### config.mk
export PLATFORM = sky130hd
export DESIGN_NAME = pitched_blit
export DESIGN_NICKNAME = d
export VERILOG_FILES = /design/src/rtl/pbl_pkg.sv /design/src/rtl/pbl_addr_gen.sv /design/src/rtl/pbl_walker.sv /design/src/rtl/pitched_blit.sv
export SDC_FILE = /design/constraint.sdc
export NUM_CORES = 2
export LEC_CHECK = 0
export BUFFER_PORTS_ARGS = -buffer_cell sky130_fd_sc_hd__buf_4
export CORE_MARGIN = 2
export CORE_UTILIZATION = 50
export DETAILED_ROUTE_END_ITERATION = 8
export GPL_TIMING_DRIVEN = 0
export PLACE_DENSITY_LB_ADDON = 0.08
export SYNTH_ARGS = -nofsm -noshare
export SYNTH_HDL_FRONTEND = slang
export SYNTH_HIERARCHICAL = 1
export SYNTH_SLANG_ARGS = --single-unit
export TNS_END_PERCENT = 50
### constraint.sdc
create_clock -name clk -period 7.3 [get_ports clk]
set_input_delay 0.365 -clock clk [delete_from_list [all_inputs] [get_ports clk]]
set_output_delay 0.365 -clock clk [all_outputs]
set_load 0.1 [all_outputs]
### src/rtl/pbl_pkg.sv
package pbl_pkg;

   typedef enum logic [2:0] {
      ST_IDLE,
      ST_READ,
      ST_WAIT,
      ST_WRITE,
      ST_FIN
   } pbl_state_e;

   // pixel size code to byte shift; code 3 aliases the 4-byte size
   function automatic logic [1:0] bpp_shift(input logic [1:0] code);
      case (code)
         2'd0:    bpp_shift = 2'd0;
         2'd1:    bpp_shift = 2'd1;
         default: bpp_shift = 2'd2;
      endcase
   endfunction

endpackage

### src/rtl/pbl_addr_gen.sv
module pbl_addr_gen #(
   parameter int AW = 32,
   parameter int CW = 12,
   parameter int PW = 16
) (
   input  logic [AW-1:0] base,
   input  logic [PW-1:0] pitch,
   input  logic [CW-1:0] org_x,
   input  logic [CW-1:0] org_y,
   input  logic [1:0]    shift,
   output logic [AW-1:0] start_addr
);
   localparam int YW = PW + CW;
   localparam int XW = CW + 2;

   logic [YW-1:0] row_off;
   logic [XW-1:0] col_off;

   assign row_off    = YW'(org_y) * YW'(pitch);
   assign col_off    = XW'(org_x) << shift;
   assign start_addr = base + AW'(row_off) + AW'(col_off);
endmodule

### src/rtl/pbl_walker.sv
module pbl_walker #(
   parameter int AW = 32,
   parameter int PW = 16,
   parameter int NW = 11
) (
   input  logic          clk,
   input  logic          rst_n,
   input  logic          load,
   input  logic [AW-1:0] load_addr,
   input  logic [PW-1:0] load_pitch,
   input  logic          next_line,
   input  logic          next_chunk,
   input  logic [NW-1:0] chunk_lines,
   output logic [AW-1:0] line_addr
);
   localparam int MW = PW + NW;

   logic [AW-1:0] chunk_base_q;
   logic [AW-1:0] line_q;
   logic [PW-1:0] pitch_q;
   logic [MW-1:0] chunk_adv;
   logic [AW-1:0] next_base;

   assign chunk_adv = MW'(pitch_q) * MW'(chunk_lines);
   assign next_base = chunk_base_q + AW'(chunk_adv);

   always_ff @(posedge clk or negedge rst_n) begin
      if (!rst_n) begin
         chunk_base_q <= '0;
         line_q       <= '0;
         pitch_q      <= '0;
      end else if (load) begin
         chunk_base_q <= load_addr;
         line_q       <= load_addr;
         pitch_q      <= load_pitch;
      end else if (next_chunk) begin
         chunk_base_q <= next_base;
         line_q       <= next_base;
      end else if (next_line) begin
         line_q <= line_q + AW'(pitch_q);
      end
   end

   assign line_addr = line_q;
endmodule

### src/rtl/pitched_blit.sv
module pitched_blit
   import pbl_pkg::*;
#(
   parameter int AW          = 32,
   parameter int CW          = 12,
   parameter int PW          = 16,
   parameter int CHUNK_LINES = 2047
) (
   input  logic          clk,
   input  logic          rst_n,
   input  logic          start,
   input  logic [AW-1:0] src_base,
   input  logic [AW-1:0] dst_base,
   input  logic [PW-1:0] src_pitch,
   input  logic [PW-1:0] dst_pitch,
   input  logic [1:0]    bpp_code,
   input  logic [CW-1:0] src_x,
   input  logic [CW-1:0] src_y,
   input  logic [CW-1:0] dst_x,
   input  logic [CW-1:0] dst_y,
   input  logic [CW-1:0] width,
   input  logic [CW-1:0] height,
   output logic          busy,
   output logic          done,
   output logic          mem_req_valid,
   output logic          mem_req_write,
   output logic [AW-1:0] mem_req_addr,
   output logic [7:0]    mem_req_wdata,
   input  logic          mem_req_ready,
   input  logic          mem_rsp_valid,
   input  logic [7:0]    mem_rsp_data
);
   localparam int LBW = CW + 2;
   localparam int NW  = $clog2(CHUNK_LINES + 1);
   localparam int NSURF = 2;

   if (CHUNK_LINES < 1) begin : g_bad_chunk
      $error("CHUNK_LINES must be at least 1");
   end
   if (AW < 8 || CW < 1 || PW < 1) begin : g_bad_width
      $error("address, coordinate and pitch widths too small");
   end

   function automatic logic [NW-1:0] take_chunk(input logic [CW-1:0] left);
      if (32'(left) > CHUNK_LINES) take_chunk = NW'(CHUNK_LINES);
      else                         take_chunk = NW'(left);
   endfunction

   pbl_state_e    state_q;
   logic [LBW-1:0] line_bytes_q;
   logic [LBW-1:0] byte_q;
   logic [CW-1:0]  rem_q;
   logic [NW-1:0]  chunk_n_q;
   logic [NW-1:0]  line_k_q;
   logic [7:0]     data_q;

   logic [1:0]     shift;
   logic           accept;
   logic           empty_job;
   logic           wr_fire;
   logic           line_end;
   logic           chunk_end;
   logic           job_end;
   logic           step_line;
   logic           step_chunk;

   logic [NSURF-1:0][AW-1:0] base_v;
   logic [NSURF-1:0][PW-1:0] pitch_v;
   logic [NSURF-1:0][CW-1:0] x_v;
   logic [NSURF-1:0][CW-1:0] y_v;
   logic [NSURF-1:0][AW-1:0] start_v;
   logic [NSURF-1:0][AW-1:0] line_v;

   assign base_v  = {dst_base,  src_base};
   assign pitch_v = {dst_pitch, src_pitch};
   assign x_v     = {dst_x,     src_x};
   assign y_v     = {dst_y,     src_y};

   assign shift     = bpp_shift(bpp_code);
   assign accept    = (state_q == ST_IDLE) && start;
   assign empty_job = (width == '0) || (height == '0);

   assign wr_fire    = (state_q == ST_WRITE) && mem_req_ready;
   assign line_end   = (byte_q == line_bytes_q - LBW'(1));
   assign chunk_end  = line_end && (line_k_q == chunk_n_q - NW'(1));
   assign job_end    = chunk_end && (CW'(chunk_n_q) == rem_q);
   assign step_line  = wr_fire && line_end && !chunk_end;
   assign step_chunk = wr_fire && chunk_end && !job_end;

   // one address generator and one line walker per surface (0 = source, 1 = destination)
   for (genvar s = 0; s < NSURF; s++) begin : g_surf
      pbl_addr_gen #(.AW(AW), .CW(CW), .PW(PW)) u_agen (
         .base       (base_v[s]),
         .pitch      (pitch_v[s]),
         .org_x      (x_v[s]),
         .org_y      (y_v[s]),
         .shift      (shift),
         .start_addr (start_v[s])
      );
      pbl_walker #(.AW(AW), .PW(PW), .NW(NW)) u_walk (
         .clk         (clk),
         .rst_n       (rst_n),
         .load        (accept),
         .load_addr   (start_v[s]),
         .load_pitch  (pitch_v[s]),
         .next_line   (step_line),
         .next_chunk  (step_chunk),
         .chunk_lines (chunk_n_q),
         .line_addr   (line_v[s])
      );
   end

   always_ff @(posedge clk or negedge rst_n) begin
      if (!rst_n) begin
         state_q      <= ST_IDLE;
         line_bytes_q <= '0;
         byte_q       <= '0;
         rem_q        <= '0;
         chunk_n_q    <= '0;
         line_k_q     <= '0;
         data_q       <= '0;
      end else begin
         case (state_q)
            ST_IDLE: if (start) begin
               line_bytes_q <= LBW'(width) << shift;
               byte_q       <= '0;
               line_k_q     <= '0;
               rem_q        <= height;
               chunk_n_q    <= take_chunk(height);
               state_q      <= empty_job ? ST_FIN : ST_READ;
            end
            ST_READ: if (mem_req_ready) state_q <= ST_WAIT;
            ST_WAIT: if (mem_rsp_valid) begin
               data_q  <= mem_rsp_data;
               state_q <= ST_WRITE;
            end
            ST_WRITE: if (mem_req_ready) begin
               if (!line_end) begin
                  byte_q  <= byte_q + LBW'(1);
                  state_q <= ST_READ;
               end else if (job_end) begin
                  state_q <= ST_FIN;
               end else if (chunk_end) begin
                  byte_q    <= '0;
                  line_k_q  <= '0;
                  rem_q     <= rem_q - CW'(chunk_n_q);
                  chunk_n_q <= take_chunk(rem_q - CW'(chunk_n_q));
                  state_q   <= ST_READ;
               end else begin
                  byte_q   <= '0;
                  line_k_q <= line_k_q + NW'(1);
                  state_q  <= ST_READ;
               end
            end
            ST_FIN:  state_q <= ST_IDLE;
            default: state_q <= ST_IDLE;
         endcase
      end
   end

   assign busy          = (state_q != ST_IDLE);
   assign done          = (state_q == ST_FIN);
   assign mem_req_valid = (state_q == ST_READ) || (state_q == ST_WRITE);
   assign mem_req_write = (state_q == ST_WRITE);
   assign mem_req_addr  = (state_q == ST_WRITE) ? line_v[1] + AW'(byte_q)
                                                : line_v[0] + AW'(byte_q);
   assign mem_req_wdata = data_q;
endmodule

==> impl_metrics.json <==
{
  "status": "finished, violations left",
  "violations": "capacitance limit",
  "whs_ns": 0.0458,
  "finalSetupViolations": 0,
  "cts_tree": "yes",
  "grt-ovfl-total": 0,
  "synth_seq_cells": 233,
  "cts_made_buffers": 31,
  "netlist-cell-type-count": 121,
  "grt_start_max_net_pins": 112,
  "max_freq_mhz": 145,
  "synthFlopType": "dfrtp_1",
  "rows": 110,
  "synth_common_cells": "inv_1 (952), nand2_1 (731), fa_1 (664)",
  "critical_path_class": "in -> reg",
  "die_y_um": 306,
  "cts.sinks": 233,
  "cp-end-kind": "flip-flop",
  "num_antenna_cells": 0,
  "crit_required_ns": 7.78,
  "tns_ns": 0,
  "cp_common_cell": "fa_1",
  "async_reset_ff_share_pct": 100,
  "wl_met1_um": 67300,
  "dp_cells": 6720,
  "finClkSkew_ns": 0.0237,
  "hold_start": "dst_pitch[1]",
  "yosysTopAreaCell": "fa_1",
  "fin_crit_sh_pct": 94.4,
  "drive_above_1_share_pct": 8.33,
  "ant_nets": 0,
  "clk_latency_ns": 0.60,
  "wl_um": 144000,
  "met2_length_um": 62000,
  "wl_per_cell_um": 21.3,
  "rrSetupSlack_ns": 0.43,
  "dp_hpwl_um": 119000,
  "max_stage_delay_ns": 0.56,
  "core_area_mm2": 0.0901,
  "max_slew_margin_pct": 0.166,
  "cts_setup_buffers": 0,
  "drc": 0,
  "fill_cells": 8550,
  "top_signal_layer_used": "met5",
  "place_congestion": 0.983,
  "synthTopCellsByArea": "fa_1 (29%), dfrtp_1 (13%), ha_1 (11%), inv_1 (7.8%), nand2_1 (6.0%)",
  "grt_pass1_vias": 38500,
  "antenna_found_initial": 3,
  "rsz0062_at_grt": "false",
  "yosysMostFrequentCell": "inv_1",
  "critical_path.slowest_cell": "fa_1",
  "mappedNetlistArea_mm2": 0.0456,
  "cp.arrival_ns": 7.37,
  "synth_nets": 6547,
  "crit_fanout": 10,
  "grt_pass1_wl_um": 226000,
  "start_kind": "primary input",
  "path_clk_slew_ns": 0.06,
  "die_x_um": 306,
  "synthCells": 5317,
  "min_period_ns": 6.89,
  "synth_top_cell_area_share_pct": 29.2,
  "hold_path.class": "in -> reg",
  "slew_viol_final": 0,
  "dpl_cell_area_mm2": 0.0488,
  "cts_max_path_buffers": 3,
  "vias": 38400,
  "syn_to_final_growth_pct": 9.56,
  "max_cap_violations": 1,
  "fin_cells": 6785,
  "dr.pass1.iters": 9,
  "route.met3.wl_um": 11100,
  "clockRootBuffer": "clkbuf_16",
  "dieArea_mm2": 0.0936,
  "drtIter0Drc": 3110,
  "num_io_pins": 227,
  "syn_area_per_cell_um2": 8.57,
  "yosysSeqAreaShare_pct": 12.8,
  "track_usage_pct": 31.1,
  "rr_worst_depth": 20,
  "cts_max_level": 1,
  "start_util_pct": 50.6,
  "final_nets": 6815,
  "r2r_start": "chunk_n_q[0]",
  "worst_pin_slew_ns": 1.50,
  "synth_warnings": 6,
  "port-buffer-count": 224,
  "synth-edff-count": 0,
  "hold_end": "g_surf[1].u_walk/pitch_q[1]",
  "fin_area_mm2": 0.0500,
  "finalHoldViolations": 0,
  "holdPathStages": 3,
  "viasPerCell": 5.65,
  "timing.rr.end": "g_surf[1].u_walk/line_addr[18]"
}
[cell usage in the layout, fill, tap and decap left out, types with 46 or more instances in the layout]
cell	netlist	layout
nand3_1	80	80
o21ai_0	179	179
xnor2_1	98	98
a21oi_1	258	258
clkbuf_1	189	194
mux2_2	47	47
mux2i_1	46	46
fa_1	664	664
buf_4	6	229
a21o_1	71	71
and2_1	329	329
ha_1	383	383
nor3_1	47	47
nor2_1	192	191
xor2_1	88	88
nand2_1	731	731
inv_1	952	951
and3_1	47	47
dfrtp_1	233	228
[sequential cells by signal (all words and copies together), names as in the netlist]
| name | count |
|---|---|
| chunk_n_q | 11 |
| rem_q | 12 |
| line_k_q | 11 |
| state_q | 3 |
| g_surf.u_walk/line_addr | 64 |
| byte_q | 14 |
| line_bytes_q | 14 |
| g_surf.u_walk/pitch_q | 32 |
| g_surf.u_walk/chunk_base_q | 64 |
| mem_req_wdata | 8 |
[worst max-delay path, delay by kind of cell]
| kind | cells | cell delay (ns) |
|---|---|---|
| AOI/OAI and AO/OA | 7 | 1.76 |
| xor gates and xnor gates | 1 | 0.15 |
| adders and majority gates | 7 | 3.43 |
| buffers and inverters | 6 | 0.88 |
| and+or+nand+nor | 4 | 0.74 |
[worst max-delay path by stage]
stage,startpoint,to,slack [ns],cells past startpoint
CTS,chunk_n_q[2],g_surf[1].u_walk/line_addr[18],0.03,21
detailed placement,src_pitch[5],g_surf[0].u_walk/line_addr[20],-0.27,25
global route,src_pitch[5],g_surf[0].u_walk/line_addr[20],0.05,25
floorplan,state_q[1],mem_req_addr[29],0.62,17
finish,src_pitch[5],g_surf[0].u_walk/line_addr[20],0.41,25
global placement,chunk_n_q[0],g_surf[0].u_walk/line_addr[31],-0.53,17
[per-stage QoR]
stage               util (%)  setup slack (ns)
finish                  55.4             0.407
global route            55.4            0.0482
CTS                     55.4            0.0276
detailed placement      54.2            -0.268
global placement        54.1            -0.529
floorplan                  -             0.622
[layer usage]
layer | up-vias | GRT usage [%]
li1 | 17700 | -
met3 | 181 | 4.97
met2 | 1400 | 47.0
met1 | 19100 | 46.6
met5 | - | 0
met4 | 2 | 7.61
[area by class of cell]
class / count / area [um^2] / area share, %
multi-input cells: 3894 / 35100 / 70.3
flip-flops and latches: 233 / 5840 / 11.7
inverters: 952 / 3580 / 7.16
repair buffers: 238 / 1870 / 3.75
well taps: 1176 / 1470 / 2.95
plain buffers: 234 / 1080 / 2.16
clock buffers: 45 / 878 / 1.76
clock inverters: 12 / 124 / 0.248
repair inverters: 1 / 5.00 / 0.0100
[logic make-up (layout without fill, tap and decap cells)]
logic type | Yosys count | in the layout | share of synthesized area, %
buffers and inverters | 1190 | 1482 | 10.2
AO/OA/AOI/OAI | 930 | 930 | 13.7
adder cells (fa/ha/maj) | 1047 | 1047 | 39.7
multiplexers | 112 | 112 | 2.80
AND/OR/NAND/NOR | 1619 | 1619 | 17.3
XOR/XNOR | 186 | 186 | 3.57
flip-flops | 233 | 233 | 12.8
[what timing repair did]
action                     4_1_cts  5_1_grt
cloned                           0        1
hold endpoints to repair        78        0
setup endpoints to repair       17       44
gates resized for setup          2        8
pin swaps                        0        0
hold buffers                    10        0
Power is not shown: default switching activity piles up to over one toggle a cycle in this logic, so the estimate is an artifact.
